`config.mk`:
```
export PLATFORM = sky130hd
export DESIGN_NAME = host_regbus_slave
export DESIGN_NICKNAME = d
export VERILOG_FILES = /design/src/rtl/host_regbus_pkg.sv /design/src/rtl/host_regbus_sync.sv /design/src/rtl/host_regbus_hs.sv /design/src/rtl/host_regbus_bank.sv /design/src/rtl/host_regbus_irq.sv /design/src/rtl/host_regbus_slave.sv
export SDC_FILE = /design/constraint.sdc
export NUM_CORES = 1
export LEC_CHECK = 0
export BUFFER_PORTS_ARGS = -buffer_cell sky130_fd_sc_hd__buf_2
export CAP_MARGIN = 0
export CORE_UTILIZATION = 35
export DETAILED_ROUTE_END_ITERATION = 8
export SLEW_MARGIN = 20
export SYNTH_ARGS = -nofsm -noshare
export SYNTH_HDL_FRONTEND = slang
export SYNTH_SLANG_ARGS = --single-unit
```
`constraint.sdc`:
```
create_clock -name clk -period 1.9 [get_ports clk]
set_input_delay 0.095 -clock clk [delete_from_list [all_inputs] [get_ports clk]]
set_output_delay 0.095 -clock clk [all_outputs]
set_load 0.01 [all_outputs]
```
`src/rtl/host_regbus_pkg.sv`:
```
package host_regbus_pkg;
    typedef enum logic [1:0] {
        HS_IDLE = 2'd0,
        HS_WAIT = 2'd1,
        HS_ACK  = 2'd2,
        HS_REL  = 2'd3
    } hs_state_e;

    localparam int CTRL_W = 3;

    typedef struct packed {
        logic quiet1;
        logic quiet0;
        logic merge;
    } irq_ctrl_t;
endpackage

```
`src/rtl/host_regbus_sync.sv`:
```
module host_regbus_sync #(
    parameter int               WIDTH   = 2,
    parameter logic [WIDTH-1:0] RST_VAL = '1
) (
    input  logic             clk,
    input  logic             rst_n,
    input  logic [WIDTH-1:0] d_i,
    output logic [WIDTH-1:0] q_o
);
    typedef struct packed {
        logic [WIDTH-1:0] stage1;
        logic [WIDTH-1:0] stage2;
    } sync_t;

    sync_t sync_d, sync_q;

    always_comb begin
        sync_d        = sync_q;
        sync_d.stage1 = d_i;
        sync_d.stage2 = sync_q.stage1;
    end

    always_ff @(posedge clk or negedge rst_n) begin
        if (!rst_n) begin
            sync_q <= '{stage1: RST_VAL, stage2: RST_VAL};
        end else begin
            sync_q <= sync_d;
        end
    end

    assign q_o = sync_q.stage2;
endmodule

```
`src/rtl/host_regbus_hs.sv`:
```
module host_regbus_hs
    import host_regbus_pkg::*;
#(
    parameter int READY_DLY = 2
) (
    input  logic clk,
    input  logic rst_n,
    input  logic cs_s_i,
    output logic commit_o,
    output logic ack_o,
    output logic rdy_n_o,
    output logic rdy_oe_o
);
    localparam int CNT_W = (READY_DLY > 1) ? $clog2(READY_DLY) : 1;
    localparam logic [CNT_W-1:0] CNT_LAST = CNT_W'(READY_DLY - 1);

    typedef struct packed {
        hs_state_e        st;
        logic [CNT_W-1:0] cnt;
        logic             rdy_n;
        logic             rdy_oe;
    } hs_t;

    hs_t hs_d, hs_q;
    logic commit_d;

    always_comb begin
        hs_d     = hs_q;
        commit_d = 1'b0;
        unique case (hs_q.st)
            HS_IDLE: begin
                if (!cs_s_i) begin
                    hs_d.st  = HS_WAIT;
                    hs_d.cnt = '0;
                end
            end
            HS_WAIT: begin
                if (hs_q.cnt == CNT_LAST) begin
                    hs_d.st  = HS_ACK;
                    commit_d = 1'b1;
                end else begin
                    hs_d.cnt = hs_q.cnt + 1'b1;
                end
            end
            HS_ACK: begin
                if (cs_s_i) begin
                    hs_d.st = HS_REL;
                end
            end
            HS_REL: begin
                hs_d.st = HS_IDLE;
            end
            default: hs_d.st = HS_IDLE;
        endcase
        hs_d.rdy_n  = (hs_d.st != HS_ACK);
        hs_d.rdy_oe = (hs_d.st == HS_ACK) || (hs_d.st == HS_REL);
    end

    always_ff @(posedge clk or negedge rst_n) begin
        if (!rst_n) begin
            hs_q <= '{st: HS_IDLE, cnt: '0, rdy_n: 1'b1, rdy_oe: 1'b0};
        end else begin
            hs_q <= hs_d;
        end
    end

    assign commit_o = commit_d;
    assign ack_o    = (hs_q.st == HS_ACK);
    assign rdy_n_o  = hs_q.rdy_n;
    assign rdy_oe_o = hs_q.rdy_oe;
endmodule

```
`src/rtl/host_regbus_bank.sv`:
```
module host_regbus_bank
    import host_regbus_pkg::*;
#(
    parameter int NUM_REGS = 8,
    parameter int ADDR_W   = 5
) (
    input  logic              clk,
    input  logic              rst_n,
    input  logic              mode32_i,
    input  logic              commit_i,
    input  logic              is_read_i,
    input  logic [ADDR_W-1:0] addr_i,
    input  logic [31:0]       wdata_i,
    input  logic [3:0]        be_n_i,
    output logic [31:0]       rdata_o,
    output irq_ctrl_t         ctrl_o
);
    localparam int          LANES     = 4;
    localparam logic [31:0] CTRL_MASK = 32'((64'd1 << CTRL_W) - 64'd1);

    typedef struct packed {
        logic [NUM_REGS-1:0][31:0] regs;
        logic [31:0]               rdata;
    } bank_t;

    bank_t bank_d, bank_q;

    logic [ADDR_W-1:0] idx;
    logic [31:0]       idx32;
    logic              upper_half;
    logic [LANES-1:0]  lane_en;
    logic [31:0]       wd_aligned;
    logic [31:0]       word;
    logic [31:0]       rd_sel;

    // Lane decode: 32-bit mode honours all enables, 16-bit mode maps the
    // two low enables onto the addressed half and ignores the upper pair.
    always_comb begin
        upper_half = addr_i[0];
        if (mode32_i) begin
            idx        = addr_i;
            lane_en    = ~be_n_i;
            wd_aligned = wdata_i;
        end else begin
            idx        = {1'b0, addr_i[ADDR_W-1:1]};
            lane_en    = upper_half ? {~be_n_i[1:0], 2'b00} : {2'b00, ~be_n_i[1:0]};
            wd_aligned = {wdata_i[15:0], wdata_i[15:0]};
        end
        idx32 = 32'(idx);
    end

    always_comb begin
        word = '0;
        for (int i = 0; i < NUM_REGS; i++) begin
            if (idx32 == 32'(i)) begin
                word = bank_q.regs[i];
            end
        end
        if (mode32_i) begin
            rd_sel = word;
        end else if (upper_half) begin
            rd_sel = {16'h0000, word[31:16]};
        end else begin
            rd_sel = {16'h0000, word[15:0]};
        end
    end

    always_comb begin
        bank_d = bank_q;
        if (commit_i) begin
            if (is_read_i) begin
                bank_d.rdata = rd_sel;
            end else begin
                bank_d.rdata = '0;
                for (int i = 0; i < NUM_REGS; i++) begin
                    if (idx32 == 32'(i)) begin
                        for (int b = 0; b < LANES; b++) begin
                            if (lane_en[b]) begin
                                bank_d.regs[i][8*b +: 8] = wd_aligned[8*b +: 8];
                            end
                        end
                    end
                end
            end
        end
        bank_d.regs[0] = bank_d.regs[0] & CTRL_MASK;
    end

    always_ff @(posedge clk or negedge rst_n) begin
        if (!rst_n) begin
            bank_q <= '0;
        end else begin
            bank_q <= bank_d;
        end
    end

    assign rdata_o = bank_q.rdata;
    assign ctrl_o  = irq_ctrl_t'(bank_q.regs[0][CTRL_W-1:0]);
endmodule

```
`src/rtl/host_regbus_irq.sv`:
```
module host_regbus_irq
    import host_regbus_pkg::*;
#(
    parameter int A_W = 4,
    parameter int B_W = 4
) (
    input  logic           clk,
    input  logic           rst_n,
    input  logic [A_W-1:0] req_a_i,
    input  logic [B_W-1:0] req_b_i,
    input  irq_ctrl_t      ctrl_i,
    output logic [1:0]     irq_n_o
);
    typedef struct packed {
        logic [1:0] irq_n;
    } irq_t;

    irq_t irq_d, irq_q;
    logic any_a, any_b;

    always_comb begin
        any_a = |req_a_i;
        any_b = |req_b_i;
        irq_d = irq_q;
        irq_d.irq_n[0] = ctrl_i.quiet0 | ~(any_a | (ctrl_i.merge & any_b));
        irq_d.irq_n[1] = ctrl_i.quiet1 | ctrl_i.merge | ~any_b;
    end

    always_ff @(posedge clk or negedge rst_n) begin
        if (!rst_n) begin
            irq_q <= '{irq_n: 2'b11};
        end else begin
            irq_q <= irq_d;
        end
    end

    assign irq_n_o = irq_q.irq_n;
endmodule

```
`src/rtl/host_regbus_slave.sv`:
```
module host_regbus_slave
    import host_regbus_pkg::*;
#(
    parameter int NUM_REGS  = 8,
    parameter int ADDR_W    = 5,
    parameter int READY_DLY = 2,
    parameter int A_W       = 4,
    parameter int B_W       = 4
) (
    input  logic              clk,
    input  logic              rst_n,
    input  logic              mode32_i,
    input  logic              cs_n_i,
    input  logic              rd_wr_i,
    input  logic [ADDR_W-1:0] addr_i,
    input  logic [31:0]       wdata_i,
    input  logic [3:0]        be_n_i,
    output logic [31:0]       rdata_o,
    output logic              rdy_n_o,
    output logic              rdy_oe_o,
    input  logic [A_W-1:0]    req_a_i,
    input  logic [B_W-1:0]    req_b_i,
    output logic [1:0]        irq_n_o
);
    logic [1:0]  sync_q;
    logic        cs_s, rd_s;
    logic        commit, ack;
    logic [31:0] rdata_q;
    irq_ctrl_t   ctrl_w;

    host_regbus_sync #(.WIDTH(2), .RST_VAL(2'b11)) u_sync (
        .clk   (clk),
        .rst_n (rst_n),
        .d_i   ({cs_n_i, rd_wr_i}),
        .q_o   (sync_q)
    );
    assign cs_s = sync_q[1];
    assign rd_s = sync_q[0];

    host_regbus_hs #(.READY_DLY(READY_DLY)) u_hs (
        .clk      (clk),
        .rst_n    (rst_n),
        .cs_s_i   (cs_s),
        .commit_o (commit),
        .ack_o    (ack),
        .rdy_n_o  (rdy_n_o),
        .rdy_oe_o (rdy_oe_o)
    );

    host_regbus_bank #(.NUM_REGS(NUM_REGS), .ADDR_W(ADDR_W)) u_bank (
        .clk       (clk),
        .rst_n     (rst_n),
        .mode32_i  (mode32_i),
        .commit_i  (commit),
        .is_read_i (rd_s),
        .addr_i    (addr_i),
        .wdata_i   (wdata_i),
        .be_n_i    (be_n_i),
        .rdata_o   (rdata_q),
        .ctrl_o    (ctrl_w)
    );

    host_regbus_irq #(.A_W(A_W), .B_W(B_W)) u_irq (
        .clk     (clk),
        .rst_n   (rst_n),
        .req_a_i (req_a_i),
        .req_b_i (req_b_i),
        .ctrl_i  (ctrl_w),
        .irq_n_o (irq_n_o)
    );

    assign rdata_o = ack ? rdata_q : '0;
endmodule

```
==> reports/metrics.cfg <==
[worst_setup_path]
r2r-end = u_bank.ctrl_o[0]
critPathKind = reg2out
required_ns = 1.80
reg2reg_depth = 6
r2r_slack_ns = 0.05
setup.worst_path.start_class = flip-flop
worstSetupEndpointType = output pin
r2r_start = u_hs.rdy_oe_o
crit_fanout = 7
critical_path_arrival_ns = 1.80

[global_route]
antenna_found_initial = 0
grt_max_degree = 54
grt_overflow = 0
grtUsageTotal_pct = 21.3
grt_pass1_wl_mm = 59.7
grt_pass1_vias = 10260

[floorplan]
pin_count = 90
fp.dieH_um = 192
fp.dieW_um = 192
start_util_pct = 35.5
dieArea_um2 = 36700
design.core.area_um2 = 35500
row_count = 69

[sta]
report.final.hold_viol_count = 0
finalCriticalPeriod_ns = 1.90
setup_viol_count_final = 0
rsz0062_at_grt = yes
worst_slew_pin_slew_ns = 0.596
skew_ns = 0.00835
tns_ns = 0
layout_worst_path_cycle_share_pct = 99.7
finalMaxSlewViolations = 0
max_slew_margin_pct = 59.1
holdWs_ns = 0.0249
fmax_mhz = 528

[min_path]
hold_path_end = u_bank.bank_q[274]
min_from = wdata_i[18]
min_path_cells = 4
hp-class = in2reg

[power_and_ir_drop]
internal_power_uw = 11200
ir_worst_vdd_uv = 710
p_sw_share_pct = 28.1
p_sw_uw = 4360
pwr_density_cell_nw_per_um2 = 954
seq_power_share_pct = 46.6
combPwrFrac_pct = 18.5
clkPwrFrac_pct = 34.8
p_leak_uw = 0.00778

[final_layout]
drive_above_1_share_pct = 36.4
final_core_util_pct = 45.8
fill_cells = 3256
final_area_um2 = 16300
final_nets = 1402
n_antenna_cell = 0
area_growth_pct = 29.2

[synthesis]
synth_area_per_cell_um2 = 11.3
synth-simple-area-share_pct = 13.4
synthFlopType = dfrtp_1
async_flop_share_pct = 100
synthMuxAreaShare_pct = 11.7
netlist_area_um2 = 12600
synth_edf_count = 0
synth_cells = 1110
yosysUniqueCellTypes = 72
syn_nets = 1164
synthXorXnorAreaFrac_pct = 0
synth_top_area_share_pct = 52.1
synth_area_leaders = dfrtp_1, mux2_2, a21oi_1, nor2_1, nand2_1
synthAdderAreaFrac_pct = 0
yosys.area.top_type = dfrtp_1
ys_ff_latch = 269
seq_area_frac_synth_pct = 53.5
yosysWarnings = 0
synth-compound-area-share_pct = 17.8
synth_top_family_by_area = compound AO/OA/AOI/OAI gates
yosysMostFrequentCell = dfrtp_1
synthTopCellsByCount = dfrtp_1, nor2_1, a21oi_1, mux2_2, nand2_1

[routing]
drtIter0Drc = 686
vias = 10016
drc = 0
drt_pass1_iterations = 7
wirelength_mm = 38.6
wl_per_cell_um = 21.1
routed_via_density = 5.48
ant_nets = 0

[placement]
numPortBuffers = 89
gp_congestion = 0.881
postPlaceCellArea_um2 = 14800
place.detailed.hpwl_mm = 27.5

[cts]
tritoncts = built
clk_pin_slew_ns = 0.06
cts_root_buf = clkbuf_16
clock_latency_ns = 0.55
cts_buffers = 29
cts_max_path_buffers = 3
clock-sinks = 269
htreeDepth = 1

[run_status]
outcome = completed

[job]
max-cap-violations = 0

routing by layer:
metal | up-vias | wire length (um) | global-route usage (%)
met3 | 63 | 2530 | 3.82
met1 | 5019 | 17100 | 29.3
li1 | 4601 | - | -
met2 | 333 | 17900 | 34.1
met5 | - | 0 | 0
met4 | 0 | 1050 | 6.26
per-stage QoR:
step | setup WS, ns | total power (uW) | std cells
floorplan | -0.146 | 8610 | 1110
global placement | -0.127 | 9810 | 1742
detailed placement | -0.154 | 9880 | 1742
CTS | -0.0307 | 15400 | 1824
global route | -0.0407 | 16300 | 1828
finish | 0.00495 | 15500 | 1828
repair_timing:
action / in CTS / in global routing
hold buffers: 31 / 0
hold endpoints to repair: 418 / 0
pin swaps: 2 / 3
cloned: 0 / 1
resized for setup: 8 / 49
buffers inserted: 2 / 3
endpoints found under the setup margin: 58 / 82
cells by family (layout without fill, tap and decap cells):
family          count (synthesis)  count (layout)
buf+inv                        81             338
mux                           133             133
flops                         269             269
simple gates                  307             307
compound gates                320             320
layout make-up:
| cell class | instances | area [um2] | area share, % |
|---|---|---|---|
| Multi-Input combinational cell | 760 | 5540 | 34.1 |
| Sequential cell | 269 | 6740 | 41.4 |
| Tap cell | 461 | 577 | 3.55 |
| Inverter | 11 | 41.3 | 0.254 |
| Timing Repair Buffer | 277 | 2460 | 15.1 |
| Clock inverter | 8 | 71.3 | 0.438 |
| Clock buffer | 42 | 835 | 5.13 |
how the worst max path moves through the flow:
stage,from,to,slack (ns),depth (start not counted)
2_1_floorplan,u_hs.rdy_oe_o,u_bank.ctrl_o[0],-0.15,6
3_3_place_gp,addr_i[2],u_bank.rdata_o[19],-0.13,9
3_5_place_dp,addr_i[3],u_bank.rdata_o[19],-0.15,8
4_1_cts,u_hs.hs_q[3],rdata_o[24],-0.03,5
5_1_grt,u_hs.rdy_oe_o,rdata_o[10],-0.04,6
6_report,u_hs.rdy_oe_o,rdata_o[30],0.005,6
flip-flops by register name, indices dropped and copies added, names as in the netlist:
| register | count |
|---|---|
| u_bank.bank_q | 224 |
| u_bank.rdata_o | 32 |
| u_bank.ctrl_o | 3 |
| u_hs.hs_q | 2 |
| u_irq.irq_n_o | 2 |
| u_sync.q_o | 2 |
| u_sync.sync_d | 2 |
| u_hs.rdy_n_o | 1 |
| u_hs.rdy_oe_o | 1 |
critical path, stage by stage, from the launching register on:
cell and delay [ns]:
dfrtp_2 0.41, buf_6 0.12, nor2b_4 0.12, buf_12 0.13, clkbuf_16 0.15, and2_1 0.16, buf_2 0.14
power by group through the flow:
stage	combinational (uW)	sequential, uW	clock [uW]
6_report	2880	7240	5410
5_1_grt	3170	7320	5770
4_1_cts	2670	7210	5530
3_5_place_dp	2570	7310	0
3_3_place_gp	2510	7300	0
2_1_floorplan	1490	7110	0
layout by cell type, fill, tap and decap left out, drive strengths merged, types with 4 or more instances in the layout:
cell	count
o21ai	28
clkinv	5
or3b	6
o22a	4
nand2	67
o2111ai	6
and3b	4
a22oi	6
nor2b	7
nor2	126
a21oi	119
a31o	8
buf	245
o221ai	8
nand3	5
clkbuf	43
o211a	10
a221oi	21
o211ai	21
dlygate4sd3	31
o21a	5
dfstp	7
and3	10
nor3b	8
mux2i	16
and2	35
a22o	8
mux2	117
nor3	13
dfrtp	262
o22ai	7
inv	12
nand2b	8
a222oi	18
nand3b	4
o31ai	13
a211oi	7
a21o	5
Note: power is estimated with default switching activity, not from simulation.
